==> src/rtl/qry_pkg.sv <==
// Shared definitions for the flash bank query responder.
// Assumes width codes are log2 byte counts and the bus is 4 bytes wide.
package qry_pkg;
    localparam int BUS_BYTES = 4;

    typedef enum logic {
        MODE_QUERY = 1'b0,
        MODE_IDENT = 1'b1
    } qry_mode_e;

    // Query table byte for an index already known to be within the table.
    function automatic logic [7:0] qry_tbl_byte(input logic [7:0] idx,
                                                input logic [1:0] bank_lg,
                                                input logic [7:0] size_exp);
        case (idx)
            8'h10:   return 8'h51;
            8'h11:   return 8'h52;
            8'h12:   return 8'h59;
            8'h13:   return 8'h01;
            8'h27:   return size_exp;
            8'h2A:   return (bank_lg == 2'd0) ? 8'h08 : 8'h0B;
            8'h2C:   return 8'h01;
            default: return 8'h00;
        endcase
    endfunction
endpackage

==> src/rtl/qry_piece.sv <==
// One bank-wide piece of a response: it normalizes the offset to a
// per-device index, looks up the table byte or identifier code and
// copies the per-device answer across the bank.
// Assumes cfg_ok already screens out illegal width combinations.
module qry_piece
    import qry_pkg::*;
#(
    parameter int          ADDR_W    = 16,
    parameter logic [7:0]  TBL_LIMIT = 8'h52,
    parameter logic [15:0] MFR_CODE  = 16'h0089,
    parameter logic [15:0] DEV_CODE  = 16'h227E,
    parameter logic [7:0]  SIZE_EXP  = 8'h17
) (
    input  logic              mode,
    input  logic [ADDR_W-1:0] off,
    input  logic [1:0]        bank_lg,
    input  logic [1:0]        dev_lg,
    input  logic [1:0]        dmax_lg,
    input  logic              cfg_ok,
    output logic [31:0]       piece_word
);
    logic [2:0]        shamt;
    logic [ADDR_W-1:0] idx;
    logic [7:0]        tbyte;
    logic [31:0]       dev_word;

    // Index normalization and table lookup.
    always_comb begin
        shamt = {1'b0, bank_lg} + {1'b0, dmax_lg} - {1'b0, dev_lg};
        idx   = off >> shamt;
        tbyte = (idx > ADDR_W'(TBL_LIMIT)) ? 8'h00
                                           : qry_tbl_byte(idx[7:0], bank_lg, SIZE_EXP);
    end

    // Per-device answer, including byte-mode repetition.
    always_comb begin
        dev_word = '0;
        if (mode == MODE_IDENT) begin
            if (idx[7:0] == 8'd0)      dev_word = {16'h0, MFR_CODE};
            else if (idx[7:0] == 8'd1) dev_word = {16'h0, DEV_CODE};
        end else if (dev_lg == dmax_lg) begin
            dev_word = {24'h0, tbyte};
        end else if (dev_lg == 2'd0) begin
            for (int j = 0; j < BUS_BYTES; j++)
                if (j < (1 << dmax_lg)) dev_word[8*j +: 8] = tbyte;
        end
    end

    // Copy the device slice into each device position of the bank.
    always_comb begin
        piece_word = '0;
        if (cfg_ok) begin
            for (int j = 0; j < BUS_BYTES; j++)
                if (j < (1 << bank_lg))
                    piece_word[8*j +: 8] = dev_word[8*(j & ((1 << dev_lg) - 1)) +: 8];
        end
    end
endmodule

==> src/rtl/qry_merge.sv <==
// Places bank-wide pieces into the 32-bit bus word and zeroes lanes
// above the read size. Piece k is the one computed for byte position k.
module qry_merge
    import qry_pkg::*;
(
    input  logic [BUS_BYTES-1:0][31:0] pieces,
    input  logic [1:0]                 bank_lg,
    input  logic [1:0]                 size_lg,
    input  logic                       cfg_ok,
    output logic [31:0]                merged
);
    logic [1:0] jj;
    logic [1:0] lowm;
    logic [1:0] base;
    logic [1:0] sel;

    // Byte lane selection from the owning piece.
    always_comb begin
        merged = '0;
        jj   = '0;
        base = '0;
        sel  = '0;
        lowm = 2'((1 << bank_lg) - 1);
        for (int j = 0; j < BUS_BYTES; j++) begin
            jj   = 2'(j);
            base = jj & ~lowm;
            sel  = jj & lowm;
            if (cfg_ok && (j < (1 << size_lg)))
                merged[8*j +: 8] = pieces[base][8*sel +: 8];
        end
    end
endmodule

==> src/rtl/qry_replicator.sv <==
// Query and identifier responder for a bank of parallel flash devices.
// Builds one piece per bus byte position, merges them and registers the
// result one cycle after the read strobe. Width codes of 3 are illegal.
module qry_replicator
    import qry_pkg::*;
#(
    parameter int          ADDR_W    = 16,
    parameter logic [7:0]  TBL_LIMIT = 8'h52,
    parameter logic [15:0] MFR_CODE  = 16'h0089,
    parameter logic [15:0] DEV_CODE  = 16'h227E,
    parameter logic [7:0]  SIZE_EXP  = 8'h17
) (
    input  logic              clk,
    input  logic              rst_n,
    input  logic              rd_valid,
    input  logic              rd_mode,
    input  logic [ADDR_W-1:0] rd_offset,
    input  logic [1:0]        rd_size,
    input  logic [1:0]        bank_lg,
    input  logic [1:0]        dev_lg,
    input  logic [1:0]        dmax_lg,
    output logic              resp_valid,
    output logic [31:0]       resp_data
);
    logic                          cfg_ok;
    logic [BUS_BYTES-1:0][31:0]    pieces;
    logic [31:0]                   merged;

    // Screen out illegal codes and impossible width orderings.
    always_comb begin
        cfg_ok = (bank_lg != 2'd3) && (dev_lg != 2'd3) && (dmax_lg != 2'd3) &&
                 (rd_size != 2'd3) && (dev_lg <= dmax_lg) && (dev_lg <= bank_lg);
    end

    for (genvar k = 0; k < BUS_BYTES; k++) begin : g_piece
        logic [ADDR_W-1:0] off_k;
        // Offset for the piece at byte position k.
        always_comb off_k = rd_offset + (ADDR_W'(k) << bank_lg);

        qry_piece #(
            .ADDR_W(ADDR_W), .TBL_LIMIT(TBL_LIMIT), .MFR_CODE(MFR_CODE),
            .DEV_CODE(DEV_CODE), .SIZE_EXP(SIZE_EXP)
        ) u_piece (
            .mode(rd_mode), .off(off_k), .bank_lg(bank_lg), .dev_lg(dev_lg),
            .dmax_lg(dmax_lg), .cfg_ok(cfg_ok), .piece_word(pieces[k])
        );
    end

    qry_merge u_merge (
        .pieces(pieces), .bank_lg(bank_lg), .size_lg(rd_size),
        .cfg_ok(cfg_ok), .merged(merged)
    );

    // Response register: valid pulse and held data.
    always_ff @(posedge clk) begin
        if (!rst_n) begin
            resp_valid <= 1'b0;
            resp_data  <= '0;
        end else begin
            resp_valid <= rd_valid;
            if (rd_valid) resp_data <= merged;
        end
    end
endmodule

==> config.mk <==
export PLATFORM = sky130hd
export DESIGN_NAME = qry_replicator
export DESIGN_NICKNAME = d
export VERILOG_FILES = /design/src/rtl/qry_pkg.sv /design/src/rtl/qry_piece.sv /design/src/rtl/qry_merge.sv /design/src/rtl/qry_replicator.sv
export SDC_FILE = /design/constraint.sdc
export NUM_CORES = 1
export LEC_CHECK = 0
export BUFFER_PORTS_ARGS = -buffer_cell sky130_fd_sc_hd__buf_2
export CAP_MARGIN = 15
export CORE_MARGIN = 5
export CORE_UTILIZATION = 58
export CTS_BUF_LIST = sky130_fd_sc_hd__clkbuf_4
export CTS_CLUSTER_DIAMETER = 150
export DETAILED_ROUTE_END_ITERATION = 8
export GPL_TIMING_DRIVEN = 0
export PLACE_DENSITY = 0.81
export RECOVER_POWER = 50
export SYNTH_ARGS = -nofsm -noshare
export SYNTH_HDL_FRONTEND = slang
export SYNTH_SLANG_ARGS = --single-unit
export TNS_END_PERCENT = 10
==> constraint.sdc <==
create_clock -name clk -period 4.1 [get_ports clk]
set_input_delay 0 -clock clk [delete_from_list [all_inputs] [get_ports clk]]
set_output_delay 0 -clock clk [all_outputs]
set_load 0.02 [all_outputs]
==> results summary <==
The highest attainable clock frequency is 0.238 GHz. The die footprint is 0.0154 sq mm. STA classifies the critical path startpoint as an input port. STA puts the critical path data required time at 4370 ps.

The maximum clock insertion buffer count came out at 2. The layout overhead on the synthesized area came out at 24.2%. The length of the first detailed-routing pass in iterations came out at 9. In the final layout, the multi-input gates occupy 0.00715 sq mm.

The count of inserted antenna diode cells came out at 0. The number of synthesized register bits came out at 33. After clock tree synthesis, the clock-pin slew on the worst setup and hold paths is 120 ps.

In the layout the commonest cells are 99 x sky130_fd_sc_hd__nand2_1, 93 x sky130_fd_sc_hd__nor2_1, 62 x sky130_fd_sc_hd__buf_4. The number of buffers and inverters on the critical path is 6. The kind of cell adding the most delay to the critical path is compound AO/OA/AOI/OAI gates. The cell type of the slowest stage on the worst timing path is sky130_fd_sc_hd__fa_2. The final instance count without filler cells is 1,346.

The most common cell after layout, fill and taps aside is sky130_fd_sc_hd__nand2_1. The number of setup violations in the final report is 2. Clock tree synthesis found a total of 33 sinks. The average cell area after synthesis came out at 7.11 sq um. The worst IR drop on VDD came out at 191 uV. The initial antenna violation count is 1. In the post-route analysis, the smallest setup slack over all paths is -108 ps. Clock tree synthesis selected as its root buffer the cell sky130_fd_sc_hd__clkbuf_4.

Buffers inserted during clock tree synthesis total 5. The count of distinct cell types in the synthesized netlist came out at 112. On the worst path, the slowest cell contributes a delay of 680 ps. The number of top-level pins came out at 61. The max capacitance violation total came out at 0. Across the routed clock network, the largest skew measured is 0 ps. The fraction of met1 tracks used by global routing is 55.5%. The iteration-0 DRC count of the detailed router came out at 2,002.

The overall track demand over capacity in global routing came out at 43.9%. The data arrival time of the worst path came out at 4480 ps. The critical path is of the in -> reg type. At the later pin of the worst-skew pair, clock insertion delay measures 350 ps. Setup repair after global routing could not meet its margin everywhere. The number of hold violations in the final report is 0. The routed via count divided by cell count came out at 7.88. The worst hold path was traced through 3 stages.

The global routing usage on met2 is 65.5%. The final hold slack came out at 19.6 ps. The via count of the first global-routing pass is 9,055. Across the whole layout, storage elements account for 661 sq um. The checks that failed: DRC, setup timing.

The post-synthesis cell type with the largest combined area is sky130_fd_sc_hd__dfxtp_1. The cell row count came out at 41. The number of nets with antenna violations after routing is 0. The global-route met3 utilization came out at 12.0%. The placed instance count came out at 1,288. The post-layout net count is 1,227. The worst min-delay path category is in -> reg. Counting the fill cells in the layout gives 1,035. The flow ran to the end, but the final reports show violations. The CTS H-tree depth is 2. The sum of overflow across all layers after global routing came out at 0. By area the synthesized netlist is led by sky130_fd_sc_hd__dfxtp_1 8.8%, sky130_fd_sc_hd__nand2_1 5.3%, sky130_fd_sc_hd__nor2_1 5.2%. The post-placement setup slack is -1740 ps. After global routing, the most crowded layer is met2. Detailed placement finished with a half-perimeter wire length of 27,200 microns. At the end of the flow the core is filled with cells to 73.8%. The detail-routed net length per standard cell came out at 27.1 microns. The overall die width is 124 microns. The final design area excluding fillers came out at 0.00936 sq mm.

The max-slew violation count is 0. In this run the most critical hold path is launched from rst_n. The fraction of synthesized cell area taken by the top area cell type came out at 8.77%. The headroom to the max-slew limit is 43.7%.

The fraction of registers with async set/reset is 0%. Counting I/O delays and the setup requirement, the final critical path takes 4210 ps. Across all register-to-register paths, the minimum setup slack is 3030 ps.

The synthesized instance count is 1,060. At the end of routability-driven placement, the weighted congestion stood at 1.11. The die is 124 microns tall.

The pin count of the biggest net entering global routing is 12. TritonCTS built the clock tree. After clock tree synthesis, the flow added hold-fix buffers numbering 0. The total chip power is 3.17 mW. In the synthesized netlist the dominant register cell turns out to be sky130_fd_sc_hd__dfxtp_1. The transition time at the pin with the least slew margin is 823 ps. By instance count, the cell type seen most on the critical path is sky130_fd_sc_hd__clkinvlp_4.

The post-detailed-routing wire length is 36,500 microns. Port buffering added 56 buffers. The total number of vias came out at 10,600. The fraction of layout instances using a drive strength above 1 came out at 26.3%. The worst register-to-register path begins at resp_data[24].

The netlist area before placement came out at 0.00753 sq mm. Traced cell by cell, the critical path runs through buf_4 > clkinvlp_4 > fa_1 > inv_1 > fa_2 > buf_8 > clkinvlp_4 > buf_6 > nand2_2 > nor2_1 > o2bb2ai_1 > or3_4 > or2_4 > o41ai_2 > nand4_1 > a2111oi_4 > o31ai_2 > a221oi_2. The analysis attributes to cell leakage a power of 3.31 nW. After detailed routing, the number of remaining DRC violations is 3. The worst setup path is captured at a register. The fraction of the cycle the final worst path needs is 103%. The floorplan core area came out at 0.0127 sq mm. The worst hold path terminates at resp_data[27].

In this run the critical register-to-register path is captured at resp_data[24]. The synthesized net count came out at 1,114. The first-pass GRT wire length is 51,600 microns. During synthesis, Yosys emitted a total of 0 warnings.

The final total negative setup slack came out at -173 ps. The maximum net fanout on the critical path is 7. The cell count of the worst reg-to-reg path came out at 3. Summing all placed instances gives a cell area of 0.00805 sq mm. The number of enable-type register cells in the synthesized netlist is 0. After synthesis, flip-flops and latches occupy 8.77% of the total area.

The ratio of total power to cell area came out at 339 mW/mm^2. The starting density of the core came out at 59.4%.
-- where the power goes --
group          total [mW]  internal (mW)  switching [mW]
clock network       0.192         0.0646           0.127
logic                2.66          0.994            1.67
registers           0.322          0.321        0.000401
total                3.17           1.38            1.79
-- worst max path at each step --
stage | from | slack, ps | depth (start not counted) | to
6_report | bank_lg[1] | -110 | 18 | resp_data[25]
5_1_grt | bank_lg[1] | -150 | 18 | resp_data[24]
4_1_cts | bank_lg[0] | -20 | 17 | resp_data[24]
3_5_place_dp | bank_lg[1] | -1740 | 16 | resp_data[27]
3_3_place_gp | bank_lg[1] | -1600 | 16 | resp_data[27]
2_1_floorplan | bank_lg[1] | 10 | 18 | resp_data[28]
-- routing by layer --
layer  vias up  routed length, microns
met5         -                      65
met4         4                    3480
met3       332                    5330
met2      1075                   15100
met1      4787                   12600
li1       4405                       -
-- registers in the layout, indices dropped and copies added (netlist names) --
signal and flops:
resp_data 32, resp_valid 1
-- area by class of cell --
cell class / instances / share of cell area (%)
Sequential cell: 33 / 7.06
Buffer: 77 / 5.31
Multi-Input combinational cell: 922 / 76.4
Timing Repair Buffer: 106 / 7.11
Tap cell: 172 / 2.30
Inverter: 28 / 1.20
Clock buffer: 5 / 0.401
Clock inverter: 3 / 0.187
-- cell families after synthesis --
kind of cell / synth area share, %
AND/OR/NAND/NOR: 29.0
AO/OA/AOI/OAI: 39.6
buffers and inverters: 6.49
multiplexers: 7.76
flip-flops: 8.77
XOR/XNOR: 3.80
adder cells (fa/ha/maj): 4.62
-- cells in the mapped netlist, drive strengths merged (10+ instances only) --
cell,instances
nand2,107
nor2,105
a21oi,66
o21ai,59
nand3,45
buf,42
clkbuf,35
dfxtp,33
nor3,33
inv,28
a211oi,25
a31oi,23
ha,23
nor4,23
and2,19
mux2i,19
xnor2,19
o21a,18
a22oi,17
o211ai,17
o31ai,17
or3,17
mux4,13
a21o,12
or2,12
or4,12
a2111oi,11
a221oi,11
o2bb2ai,11
nor2b,10
o22ai,10
-- worst register-to-register path, stage by stage, from the launching register on --
cell and delay (ps):
sky130_fd_sc_hd__dfxtp_1 410, sky130_fd_sc_hd__nand2_1 90, sky130_fd_sc_hd__a221o_1 380, sky130_fd_sc_hd__a31oi_1 130
-- repair_timing --
| item | CTS | global route |
|---|---|---|
| setup buffers | 18 | 31 |
| cloned | 0 | 1 |
| gates resized for setup | 79 | 140 |
| setup endpoints to repair | 30 | 24 |
| pin swaps | 8 | 27 |
(Power assumes the default switching activity.)
